### src/rtl/segscan_pkg.sv
package segscan_pkg;

    localparam int NIB_W = 4;
    localparam int SEG_W = 8;

endpackage

### src/rtl/glyph_decoder.sv
module glyph_decoder
    import segscan_pkg::*;
(
    input  logic [NIB_W-1:0] nib,
    output logic [6:0]       glyph
);
    // bit 0 = segment a ... bit 6 = segment g, 1 = lit
    always_comb begin
        unique case (nib)
            4'h0: glyph = 7'h3F;
            4'h1: glyph = 7'h06;
            4'h2: glyph = 7'h5B;
            4'h3: glyph = 7'h4F;
            4'h4: glyph = 7'h66;
            4'h5: glyph = 7'h6D;
            4'h6: glyph = 7'h7D;
            4'h7: glyph = 7'h07;
            4'h8: glyph = 7'h7F;
            4'h9: glyph = 7'h6F;
            4'hA: glyph = 7'h77;
            4'hB: glyph = 7'h7C;
            4'hC: glyph = 7'h39;
            4'hD: glyph = 7'h5E;
            4'hE: glyph = 7'h79;
            default: glyph = 7'h71;
        endcase
    end
endmodule

### src/rtl/dwell_timer.sv
module dwell_timer #(
    parameter int CYC_PER_MS = 100000
) (
    input  logic clk,
    input  logic rst_n,
    input  logic run,
    output logic tick
);
    localparam int CW = (CYC_PER_MS > 1) ? $clog2(CYC_PER_MS) : 1;
    localparam logic [CW-1:0] LAST = CW'(CYC_PER_MS - 1);

    typedef struct packed {
        logic [CW-1:0] cnt;
    } tmr_t;

    tmr_t tmr_d, tmr_q;

    assign tick = run && (tmr_q.cnt == LAST);

    always_comb begin
        tmr_d = tmr_q;
        if (!run || tick) begin
            tmr_d.cnt = '0;
        end else begin
            tmr_d.cnt = tmr_q.cnt + 1'b1;
        end
    end

    always_ff @(posedge clk) begin
        if (!rst_n) begin
            tmr_q <= '0;
        end else begin
            tmr_q <= tmr_d;
        end
    end

    AST_CNT_BOUND: assert property (@(posedge clk) disable iff (!rst_n)
        tmr_q.cnt <= LAST);
    AST_IDLE_CLEAR: assert property (@(posedge clk) disable iff (!rst_n)
        !run |=> tmr_q.cnt == '0);
endmodule

### src/rtl/seg_scan_driver.sv
module seg_scan_driver
    import segscan_pkg::*;
#(
    parameter int DIGITS     = 4,
    parameter int CYC_PER_MS = 100000
) (
    input  logic                      clk,
    input  logic                      rst_n,
    input  logic [DIGITS*NIB_W-1:0]   digit_val,
    input  logic [DIGITS-1:0]         dp_mask,
    output logic [SEG_W-1:0]          seg_o,
    output logic [DIGITS-1:0]         dig_sel_n
);
    localparam int IDX_W = (DIGITS > 1) ? $clog2(DIGITS) : 1;
    localparam logic [IDX_W-1:0] LAST_IDX = IDX_W'(DIGITS - 1);

    typedef struct packed {
        logic              active;
        logic [IDX_W-1:0]  idx;
        logic [SEG_W-1:0]  seg;
        logic [DIGITS-1:0] sel_n;
    } scan_t;

    scan_t scan_d, scan_q;
    logic  tick;
    logic [6:0] glyph [DIGITS];

    generate
        for (genvar g = 0; g < DIGITS; g++) begin : g_dec
            glyph_decoder u_dec (
                .nib   (digit_val[g*NIB_W +: NIB_W]),
                .glyph (glyph[g])
            );
        end
    endgenerate

    dwell_timer #(.CYC_PER_MS(CYC_PER_MS)) u_tmr (
        .clk   (clk),
        .rst_n (rst_n),
        .run   (scan_q.active),
        .tick  (tick)
    );

    always_comb begin
        logic [IDX_W-1:0] nxt_idx;
        logic [IDX_W-1:0] dnum;
        scan_d = scan_q;
        if (!scan_q.active) begin
            nxt_idx = '0;
        end else if (tick) begin
            nxt_idx = (scan_q.idx == LAST_IDX) ? '0 : scan_q.idx + 1'b1;
        end else begin
            nxt_idx = scan_q.idx;
        end
        dnum          = LAST_IDX - nxt_idx;
        scan_d.active = 1'b1;
        scan_d.idx    = nxt_idx;
        scan_d.seg    = {dp_mask[dnum], glyph[dnum]};
        for (int i = 0; i < DIGITS; i++) begin
            scan_d.sel_n[i] = (nxt_idx != IDX_W'(i));
        end
    end

    always_ff @(posedge clk) begin
        if (!rst_n) begin
            scan_q.active <= 1'b0;
            scan_q.idx    <= '0;
            scan_q.seg    <= '0;
            scan_q.sel_n  <= '1;
        end else begin
            scan_q <= scan_d;
        end
    end

    assign seg_o     = scan_q.seg;
    assign dig_sel_n = scan_q.sel_n;

    AST_DARK_IDLE: assert property (@(posedge clk) disable iff (!rst_n)
        !scan_q.active |-> (dig_sel_n == '1) && (seg_o == '0));
    AST_FIRST_LINE: assert property (@(posedge clk) disable iff (!rst_n)
        $rose(scan_q.active) |-> !dig_sel_n[0]);
    AST_ONE_LOW: assert property (@(posedge clk) disable iff (!rst_n)
        scan_q.active |-> $countones(dig_sel_n) == DIGITS - 1);
    AST_HOLD_LINE: assert property (@(posedge clk) disable iff (!rst_n)
        scan_q.active && !tick |=> $stable(dig_sel_n));
    AST_STEP_LINE: assert property (@(posedge clk) disable iff (!rst_n)
        scan_q.active && tick |=> dig_sel_n != $past(dig_sel_n));
endmodule

### config.mk
export PLATFORM = sky130hd
export DESIGN_NAME = seg_scan_driver
export DESIGN_NICKNAME = d
export VERILOG_FILES = /design/src/rtl/segscan_pkg.sv /design/src/rtl/glyph_decoder.sv /design/src/rtl/dwell_timer.sv /design/src/rtl/seg_scan_driver.sv
export SDC_FILE = /design/constraint.sdc
export NUM_CORES = 1
export LEC_CHECK = 0
export ABC_CLOCK_PERIOD_IN_PS = 2500
export BUFFER_PORTS_ARGS = -buffer_cell sky130_fd_sc_hd__buf_2
export CAP_MARGIN = 10
export CORE_MARGIN = 2
export CORE_UTILIZATION = 60
export CTS_BUF_LIST = sky130_fd_sc_hd__clkbuf_2 sky130_fd_sc_hd__clkbuf_4 sky130_fd_sc_hd__clkbuf_8
export DETAILED_ROUTE_END_ITERATION = 8
export PLACE_DENSITY = 0.83
export SLEW_MARGIN = 30
export SYNTH_ARGS = -nofsm -noshare
export SYNTH_HDL_FRONTEND = slang
export SYNTH_SLANG_ARGS = --single-unit
### constraint.sdc
create_clock -name clk -period 2.5 [get_ports clk]
set_input_delay 0.5 -clock clk [delete_from_list [all_inputs] [get_ports clk]]
set_output_delay 0.5 -clock clk [all_outputs]
set_load 0.02 [all_outputs]
Yosys cells after proc, flatten, opt, wreduce, memory -nomap -nowiden
Memories as Yosys holds them, arrays and structs flattened.
Cells that the tools add are included.
W data, S select, Z words.
{ "totals": {"word_cells": 35, "reg_bits": 32, "mem_count": 4, "inputBits": 22, "out_inout_bits": 12, "romBits": 448} }
{ "memory_table": {"columns": ["memory", "depth", "word_bits", "read_ports", "rd_ports_with_merged_regs", "write_ports", "line_no", "rtl"], "rows": [
  ["(name not given)", 16, 7, 1, 0, 0, "glyph_decoder.sv:9", "unique case (nib)"],
  ["(name not given)", 16, 7, 1, 0, 0, "glyph_decoder.sv:9", null],
  ["(name not given)", 16, 7, 1, 0, 0, "glyph_decoder.sv:9", null],
  ["(name not given)", 16, 7, 1, 0, 0, "glyph_decoder.sv:9", null]
]} }
{ "op_classes": {"reduce_logical": 5, "eq_ne": 5, "bitwise": 2, "order_cmp": 2, "addsub": 3, "mux": 9} }
{ "ops": {"columns": ["op", "count"], "rows": [
  ["$add A17 B1 Y17 const B", 1],
  ["$eq A17 B17 Y1 const B", 1],
  ["$mux W15", 1],
  ["$bmux W7 S2", 1],
  ["$mux W7", 2],
  ["$mux W2", 3],
  ["$ne A2 B2 Y1 const B", 2],
  ["$ge A3 B3 Y1 const B", 1],
  ["$lt A2 B3 Y1 const B", 1],
  ["$not A2 Y3", 1],
  ["$add A2 B1 Y2 const B", 1],
  ["$bmux W1 S2", 1],
  ["$eq A2 B2 Y1 const B", 1],
  ["$ne A2 B1 Y1 const B", 1],
  ["$reduce_bool A2 Y1", 1],
  ["$reduce_or A2 Y1", 1],
  ["$sub A2 B2 Y2 const A", 1],
  ["$logic_and A1 B1 Y1", 1],
  ["$logic_not A1 Y1", 1],
  ["$logic_or A1 B1 Y1", 1],
  ["$mux W1", 1],
  ["$not A1 Y1", 1]
]} }

Logic depth before layout (Yosys ltp)
Gate-level depths: netlist (run 1).
{ "logic_depth": {"ltp_word": 10, "ltp_mapped": 10, "depth_no_buf": 8} }

Cells and area by module
From an unflattened synthesis (run 1), not the netlist that was laid out.
{ "hier_totals": {"hier_cells": 306, "area_unflattened_um2": 2788.9} }
{ "by_module_without_submodules": {"columns": ["mod", "area_each_um2", "seq_area_each_um2", "n_inst", "cells_each"], "rows": [
  ["glyph_decoder", 287.8, 0.0, 4, 33],
  ["seg_scan_driver", 843.3, 300.3, 1, 87],
  ["dwell_timer", 794.5, 340.3, 1, 87]
]} }

Least setup slack after synthesis (run 1)
OpenSTA, ideal clock, no wires.
{ "synth_path": {"path_type": "flip-flop to flip-flop", "startpoint": "reg u_tmr.tmr_q[0] (netlist name)", "endpoint": "reg scan_q, in the netlist seg_o[1]", "n_path_buf": 2, "path_slack_ns": 0.513, "arrival_ns": 1.911, "path_stages_with_launch": 10, "required_time_ns": 2.423, "cell_sequence": "dfxtp_1 ha_1 and2_1 buf_2 and3_1 and3_1 a32o_1 buf_6 mux2_1 o22ai_2"} }
{ "synth_via": {"elab_chain_cells": 9} }
{ "synth_lines": {"columns": ["element", "line_no", "rtl"], "rows": [
  ["start, declared", "dwell_timer.sv:16", "tmr_t tmr_d, tmr_q;"],
  ["start signal, assigned", "dwell_timer.sv:33", "tmr_q <= tmr_d;"],
  ["$eq A17 B17 Y1", "dwell_timer.sv:18", "assign tick = run && (tmr_q.cnt == LAST);"],
  ["$logic_and A1 B1 Y1", "dwell_timer.sv:18", null],
  ["$mux W2", "seg_scan_driver.sv:50", "end else if (tick) begin"],
  ["$mux W2", "seg_scan_driver.sv:48", "if (!scan_q.active) begin"],
  ["$sub A2 B2 Y2", "seg_scan_driver.sv:55", "dnum = LAST_IDX - nxt_idx;"],
  ["$not A2 Y3 (implied by the code)", "seg_scan_driver.sv:58", "scan_d.seg = {dp_mask[dnum], glyph[dnum]};"],
  ["$bmux W7 S2", "seg_scan_driver.sv:58", null],
  ["$mux W7 (implied by the code) (2 in series)", "seg_scan_driver.sv:58", null],
  ["end signal, assigned", "seg_scan_driver.sv:71", "scan_q <= scan_d;"],
  ["end, declared", "seg_scan_driver.sv:24", "scan_t scan_d, scan_q;"]
]} }
Every way passes these cells. The select of a mux whose other input is x is not followed.
A chain may end at the register's enable or synchronous reset.

Worst setup path in the final report (run 1)
Same ends and word-level chain as after synthesis.

==> metrics, run 1 <==
outcome=completed; Max VDD drop=0.2049 mV; Crit path required time=approximately 2.7 ns; Initial Util=between 60% and 70%; clock buffer depth=2; Num CTS Buffers=5; Yosys reg bits=32; Clock Skews=roughly 0.0012 ns; synthesized instance count=between 200 and 300; reg2reg path depth=8; Slew HR=around three fifths; largest net degree at the start of global routing=21; TNS Setup=0 ns; worst slew pin tran=between 0.6 and 0.7 ns; PortBufs=33; terminus of the critical flop-to-flop path=seg_o[1]; first-pass GRT wire length=roughly 7.6 mm; slowest cell on the critical path=dfxtp_1; Die Span X=just under 70 um; sequential fraction of the synthesis area=26.18%; Critical Path Sink=seg_o[1]; DR pass1 iterations=4; Die Height=around 68 um; post-detail-place hpwl=3.697 mm; TritonCTS clock tree=built; DR iter-0 viols=102; H-Tree Level Count=2; IO Count=34; Slew Viols, Final=0; Final #Nets=roughly 360; mapped cell area=between 2000 and 2500 um^2; proportion of layout cells with a drive suffix above 1=a little under a fifth; WL per Instance=13.17 um; Total GRT Usage=between 20% and 30%; Max Fclk=466.1 MHz; Util after Layout=~67%; vias per std cell=roughly 5.6; Synth Warn #=0; Max Cap Viol=0; final setup fails=0; Final Hold Fails=0; reg-to-reg startpoint=u_tmr.tmr_q[0]; leakage=about 1.1 nW; Post-route DRC=0; post-layout minimum cycle time=2.145 ns; total number of vias=~2000; critical path class=reg2reg; CP startpoint=u_tmr.tmr_q[0]; syn_nets=~340; # Post-CTS Setup Buffers=0; hold buffers post-CTS=0; diode count=0; initial antenna violation count=0; CTS Root Cell=clkbuf_8; Startpoint Class=flip-flop; Core ar.=approximately 4000 um^2; Max stage delay on crit path=approximately 0.35 ns; PwrDens=436.7 nW/um^2; Rows=23; Min-Delay Path Class=in2reg; Final ANT Viol Nets=0; CTS clk-pin slew, worst paths=about 0.06 ns; Resized Gates After CTS=0; P&R area growth vs syn=8.231%; crit path cell chain=ha_1 > and2_1 > and3_1 > and3_1 > a32o_1 > buf_12 > mux2_1 > o22ai_2; total gr overflow=0; number of global-route vias before repair=approximately 1800; Setup crit end kind=flip-flop; insertion delay to the later sink of the worst-skew pair=0.28 ns; Final period util=between 80% and 90%; CP arrival=~2.4 ns; synth unique cells=42; CTS Sinks=32; RSZ-0062 raised after global routing=false; Syn Area/Cell=8.381 um^2; worst-path fanout max=20; CP most frequent cell=and3_1; Total Routed Length=4.754 mm; r2r setup slk=about 0.35 ns; die area=4606 um^2; Overall Power=between 1 and 1.5 mW; gpl congestion=0.8919; fillers=330
==> report_power, final <==
part	total [mW]	internal, mW	leakage, nW	switching [mW]
sequential	0.530	0.523	0.261	0.00648
combinational	0.221	0.0937	0.817	0.128
clock	0.406	0.219	0.0510	0.186
==> per-stage QoR <==
stage	instance area [um^2]	instances	hold slack, ns	setup slack (ns)
finish	2649	361	0.3723	0.3547
global route	2649	361	0.3644	0.1937
CTS	2649	361	0.3710	0.3462
detailed placement	2556	353	0.4409	0.3776
global placement	2556	353	0.4279	0.4728
floorplan	2447	292	0.4176	0.5125
==> cell families after synthesis <==
| family | synth area share (%) |
|---|---|
| simple gates | 19.07 |
| compound gates | 13.91 |
| buf+inv | 9.203 |
| flops | 26.18 |
| fa+ha+maj | 15.34 |
| mux | 12.01 |
| xor+xnor | 4.294 |
==> flip-flops by register name, indices dropped and copies added (netlist names) <==
name         cells
dig_sel_n        4
u_tmr.tmr_q     17
seg_o            8
scan_q           3
==> routing by layer <==
layer,track usage [%],part of all wire [%]
met2,36.64,49
met5,0,0
met3,4.934,2.8
met1,27.67,47
met4,7.500,1.8
==> worst min path at each step <==
stage	from	end	slack (ns)	cells after the start
floorplan	u_tmr.tmr_q[0]	u_tmr.tmr_q[0]	0.42	1
global placement	u_tmr.tmr_q[0]	u_tmr.tmr_q[0]	0.43	1
detailed placement	u_tmr.tmr_q[0]	u_tmr.tmr_q[0]	0.44	1
CTS	rst_n	scan_q[14]	0.37	1
global route	rst_n	scan_q[14]	0.36	1
finish	rst_n	scan_q[14]	0.37	1
==> cell type report <==
class                           count  area [um^2]  area share (%)
Clock inverter                      2        10.01          0.3779
Tap cell                           50        62.56           2.362
Timing Repair Buffer               35        192.7           7.274
Clock buffer                        6        82.58           3.118
Sequential cell                    32        640.6           24.19
Inverter                           21        78.83           2.976
Multi-Input combinational cell    215         1582           59.71
==> synthesized netlist by cell type (all sizes together) <==
cell / number / area, um^2
nand3b: 1 / 7.510
o21ai: 10 / 50.05
dfxtp: 32 / 640.6
inv: 21 / 78.83
nand3: 5 / 25.02
nor2b: 5 / 31.28
a211oi: 4 / 30.03
a21oi: 19 / 95.09
nor3b: 1 / 7.510
mux4: 4 / 90.09
clkbuf: 8 / 30.03
buf: 16 / 116.4
a32o: 1 / 10.01
o22ai: 8 / 62.56
o32ai: 2 / 17.52
a31oi: 3 / 18.77
nor2: 34 / 127.6
ha: 30 / 375.4
or3: 3 / 18.77
xnor2: 8 / 70.07
xor2: 4 / 35.03
and2: 3 / 18.77
a22oi: 5 / 37.54
a22o: 1 / 8.760
nor3: 9 / 45.04
nand2b: 1 / 6.260
nor4: 2 / 27.53
mux2: 7 / 93.84
or2: 2 / 12.52
nand2: 23 / 88.84
and3: 3 / 18.77
nand4: 5 / 31.28
o32a: 1 / 10.01
mux2i: 11 / 110.1
==> cell usage in the layout (no fill, tap or decap), drive strengths merged, types with 7 or more instances in the layout <==
master / netlist / layout
buf: 16 / 35
nor2: 34 / 34
dfxtp: 32 / 32
ha: 30 / 30
nand2: 23 / 23
inv: 21 / 21
a21oi: 19 / 19
mux2i: 11 / 11
o21ai: 10 / 10
nor3: 9 / 9
xnor2: 8 / 8
o22ai: 8 / 8
mux2: 7 / 7
==> critical path, delay by kind of cell (launching register included) <==
kind	cells	cell delay [ns]
compound gates	2	0.28
buf+inv	1	0.19
fa+ha+maj	1	0.19
flops	1	0.35
simple gates	3	0.72
mux	1	0.35
(Power assumes the default switching activity.)
==> run 2, diff against run 1 <==
Settings changed: CORE_MARGIN 2 to 5.
==> metrics, run 2 (synthesis gave the netlist of run 1 again) <==
slowest cell on the critical path=dfxtp_1; reg-to-reg startpoint=u_tmr.tmr_q[3]; diode count=0 (unchanged); placed inst area=2564 um^2 (+0.29%); H-Tree Level Count=2 (unchanged); die area=5456 um^2 (+18%); Post-route DRC=0 (unchanged); Max VDD drop=0.1962 mV (-4.2%); Resized Gates After CTS=0 (unchanged); Final period util=80.64% (-5.2 points); Max Fclk=496.0 MHz (+6.4%); Largest Register=u_tmr.tmr_q; outcome=completed; DR iter-0 viols=121 (+19%); Total Routed Length=4.789 mm (+0.74%); PortBufs=33 (unchanged); post-layout minimum cycle time=2.016 ns (-0.1294 ns); number of global-route vias before repair=1873 (+4.0%); delay-heaviest family, CP=simple AND/OR/NAND/NOR gates; fillers=327 (-0.91%); vias per std cell=5.623 (+0.74%); Startpoint Class=flip-flop; largest net degree at the start of global routing=21 (unchanged); WL per Instance=13.27 um (+0.74%); hold buffers post-CTS=0 (unchanged); initial antenna violation count=0 (unchanged); total gr overflow=0 (unchanged); Hold Path Depth=1 (unchanged); TritonCTS clock tree=built; total number of vias=2030 (+0.74%); Rows=23 (unchanged); Setup crit end kind=flip-flop; DP Worst Slack=0.4772 ns (+0.09962 ns); post-detail-place hpwl=3.674 mm (-0.64%); Post-Layout Cell Count=361 (unchanged); CP arrival=2.21 ns (-0.15 ns); CTS clk-pin slew, worst paths=0.06 ns (about the same); first-pass GRT wire length=8.059 mm (+5.7%); proportion of layout cells with a drive suffix above 1=18.33% (unchanged); IO Count=34 (unchanged); gpl congestion=0.9170 (+2.8%); Core ar.=3971 um^2 (unchanged); design area=2645 um^2 (-0.14%); RSZ-0062 raised after global routing=false; Final Hold Fails=0 (unchanged); Num CTS Buffers=5 (unchanged); number of flip-flops under the largest register name=17 (unchanged); CTS Sinks=32 (unchanged); Slew Viols, Final=0 (unchanged); Crit path required time=2.70 ns (about the same); PwrDens=423.1 nW/um^2 (-3.1%); Final #Nets=363 (+0.28%); terminus of the critical flop-to-flop path=seg_o[0]; insertion delay to the later sink of the worst-skew pair=0.27 ns (about the same); final worst setup slack=0.4841 ns (+0.1294 ns); DR pass1 iterations=4 (unchanged); reg2reg path depth=7 (-1); Max Cap Viol=0 (unchanged); leakage=1.128 nW (about the same); r2r setup slk=0.48 ns (+0.13 ns); Min-Delay Endpoint=scan_q[14]; worst slew pin tran=0.6481 ns (+0.04336 ns); # placed instances=354 (+0.28%); Bufs and invs on worst path=1 (unchanged); Slew HR=56.67% (-2.9 points); crit path cell chain=nand4_1 > nor4_4 > nand2_2 > a32o_1 > buf_12 > mux2_4 > o22ai_1; # Post-CTS Setup Buffers=0 (unchanged); Initial Util=61.63% (unchanged); Overall Power=1.119 mW (-3.2%); clock buffer depth=2 (unchanged); Die Height=73.87 um (+8.8%); CTS Root Cell=clkbuf_8; TNS Setup=0 ns (unchanged); final setup fails=0 (unchanged); hold_sp=rst_n; Min-Delay Path Class=in2reg; commonest non-fill, non-tap cell in the layout=nor2_1; critical path class=reg2reg; Util after Layout=66.60% (-0.094 points); Die Span X=73.87 um (+8.8%); Final ANT Viol Nets=0 (unchanged); Total GRT Usage=18.79% (-3.1 points); commonest cells after routing, fill and taps aside=34 x nor2_1, 33 x buf_2, 32 x dfxtp_1, 30 x ha_1, 22 x nand2_1; worst-path fanout max=20 (unchanged); Max stage delay on crit path=0.43 ns (+0.08 ns); Clock Skews=0.005747 ns (+0.004541 ns); P&R area growth vs syn=8.078%; Hold WS=0.3825 ns (+0.01022 ns)
## run 2: cell types whose count changed in the layout (fill, tap and decap cells not counted), sizes merged
| cell | previous run | this run |
|---|---|---|
| clkinv | 2 | 1 |
| buf | 35 | 36 |
## run 2: final cells by class
type	count	area [um^2]	share of cell area [%]
clock buffers	6	76.32	2.886
clock inverters	1	5.005	0.1892
inverters	21	78.83	2.980
multi-input cells	215	1582	59.79
flip-flops and latches	32	640.6	24.22
well taps	50	62.56	2.365
repair buffers	36	200.2	7.569
## run 2: worst max-delay path by stage
stage                               from       end  slack (ns)  cells after the start
after floorplan           u_tmr.tmr_q[0]  seg_o[1]        0.51                      9
after global placement      digit_val[5]  seg_o[3]        0.51                      7
after detailed placement    digit_val[5]  seg_o[3]        0.48                      7
after CTS                 u_tmr.tmr_q[0]  seg_o[0]        0.48                      8
after global routing      u_tmr.tmr_q[3]  seg_o[5]        0.31                      6
final                     u_tmr.tmr_q[3]  seg_o[0]        0.48                      7
## run 2: power breakdown
group	leakage, nW	internal [mW]	total, mW	switching, mW
sequential	0.261	0.523	0.529	0.00561
combinational	0.823	0.0943	0.223	0.129
clock	0.0445	0.199	0.367	0.168
total	1.13	0.817	1.12	0.302
## run 2: layer usage
metal | GRT usage, % | wire (um) | up-vias
met2 | 30.81 | 2299 | 50
met5 | 0 | 0 | -
li1 | - | - | 1032
met4 | 8.249 | 110 | 0
met3 | 3.694 | 224 | 10
met1 | 23.71 | 2155 | 938
==> run 3, diff against run 2 <==
Settings changed: ABC_CLOCK_PERIOD_IN_PS 2500 to 1700, CORE_UTILIZATION 60 to 54, PLACE_DENSITY 0.83 to 0.79.
Clock period 2.5 ns to 1.7 ns, I/O delays scaled along.
==> metrics, run 3 (synthesis gave the netlist of run 1 again) <==
Startpoint Class=flip-flop; total gr overflow=0 (unchanged); Num CTS Buffers=5 (unchanged); largest net degree at the start of global routing=14 (-33%); commonest cells after routing, fill and taps aside=63 x buf_4, 33 x nor2_1, 33 x buf_2, 29 x ha_1, 24 x dfxtp_1; proportion of layout cells with a drive suffix above 1=38.83% (+21 points); Final #Nets=427 (+18%); die area=5978 um^2 (+9.6%); Slew Viols, Final=0 (unchanged); Post-Layout Cell Count=428 (+19%); Hold WS=0.2692 ns (-0.1133 ns); vias per std cell=5.472 (-2.7%); Clock Skews=0.007797 ns (+0.002050 ns); worst-path fanout max=3 (-85%); Final ANT Viol Nets=0 (unchanged); failing checks=setup timing; reg-to-reg startpoint=u_tmr.tmr_q[6]; Total Routed Length=5.893 mm (+23%); post-detail-place hpwl=4.506 mm (+23%); final setup fails=11 (+11); DR pass1 iterations=4 (unchanged); H-Tree Level Count=2 (unchanged); number of flip-flops under the largest register name=17 (unchanged); P&R area growth vs syn=33.64%; total number of vias=2342 (+15%); leakage=1.486 nW (+32%); CTS clk-pin slew, worst paths=0.07 ns (about the same); first-pass GRT wire length=9.804 mm (+22%); post-layout minimum cycle time=1.910 ns (-0.1057 ns); critical path class=reg2reg; hold_sp=rst_n; number of global-route vias before repair=2305 (+23%); Largest Register=u_tmr.tmr_q; Core ar.=4384 um^2 (+10%); Rows=24 (+4.3%); CP startpoint=u_tmr.tmr_q[6]; Slew HR=73.59% (+17 points); PwrDens=543.5 nW/um^2 (+28%); Max VDD drop=0.3403 mV (+73%); PortBufs=33 (unchanged); CTS Sinks=32 (unchanged); CP arrival=2.09 ns (-0.12 ns); Total GRT Usage=19.48% (+0.70 points); Util after Layout=74.60% (+8.0 points); WL per Instance=13.77 um (+3.8%); # placed instances=417 (+18%); IO Count=34 (unchanged); worst slew pin tran=0.3950 ns (-0.2531 ns); Crit path required time=1.88 ns (-0.82 ns); insertion delay to the later sink of the worst-skew pair=0.29 ns (+0.02 ns); final worst setup slack=-0.2102 ns (-0.6943 ns); RSZ-0062 raised after global routing=true; Final period util=112.4% (+32 points); clock buffer depth=2 (unchanged); Post-route DRC=0 (unchanged); Die Height=77.32 um (+4.7%); CTS Root Cell=clkbuf_8; Initial Util=55.82% (-5.8 points); Min-Delay Path Class=in2reg; Die Span X=77.32 um (+4.7%); Max Cap Viol=0 (unchanged); Final Hold Fails=0 (unchanged); diode count=0 (unchanged); Setup crit end kind=flip-flop; initial antenna violation count=0 (unchanged); gpl congestion=0.8190 (-11%); outcome=finished, violations left; commonest non-fill, non-tap cell in the layout=buf_4; TritonCTS clock tree=built; DR iter-0 viols=75 (-38%); Max Fclk=523.5 MHz (+5.5%)
[run 3: changes by cell type in the layout (fill, tap and decap cells not counted), sizes merged]
cell	delta
nand2b	+1
buf	+63
clkinvlp	+2
clkbuf	-1
[run 3: what timing repair did]
action | in CTS | in global routing
hold buffers | 0 | 0
endpoints found under the setup margin | 12 | 20
buffers inserted | 2 | 1
gates cloned | 0 | 1
resized for setup | 5 | 14
pin swaps | 4 | 6
[run 3: power breakdown]
group / switching, mW / leakage [nW] / internal (mW) / total [mW]
sequential: 0.0107 / 0.265 / 0.769 / 0.780
clock: 0.299 / 0.0404 / 0.289 / 0.589
combinational: 0.207 / 1.18 / 0.202 / 0.409
[run 3: final timing paths]
kind / endpoint / slack [ns] / cells after the start
worst max-delay path: seg_o[0] / -0.21 / 8
worst min-delay path: scan_q[14] / 0.27 / 1
worst max register to register: seg_o[0] / -0.21 / 8
worst min register to register: u_tmr.tmr_q[0] / 0.52 / 2
[run 3: worst max-delay path: stages (launching register included)]
cell and delay (ns):
dfxtp_2 0.33, nor4_2 0.28, and3_4 0.25, nand2_2 0.06
a32o_2 0.32, buf_12 0.14, buf_6 0.11, mux2i_2 0.20
o22ai_2 0.11
[run 3: stage by stage]
stage / total power, mW / TNS, ns / worst slack [ns] / area [um^2]
2_1_floorplan: 1.044 / -1.257 / -0.2062 / 2490
3_3_place_gp: 1.181 / -0.8996 / -0.1231 / 3085
3_5_place_dp: 1.196 / -1.588 / -0.1618 / 3085
4_1_cts: 1.785 / -1.136 / -0.1718 / 3203
5_1_grt: 1.864 / -2.102 / -0.2535 / 3271
6_report: 1.777 / -1.303 / -0.2102 / 3271
[run 3: layout make-up]
class                           instances  area, um^2
Clock buffer                            5       68.82
Clock inverter                          3       23.77
Fill cell                             310        1114
Inverter                               21       78.83
Multi-Input combinational cell        216        1694
Sequential cell                        32       650.6
Tap cell                               52       65.06
Timing Repair Buffer                   99       689.4
[run 3: layer usage]
metal,part of all wire [%],global-route usage (%)
met4,2.4,6.357
met2,54,37.29
met3,4.4,3.513
met1,39,21.25
met5,0,0
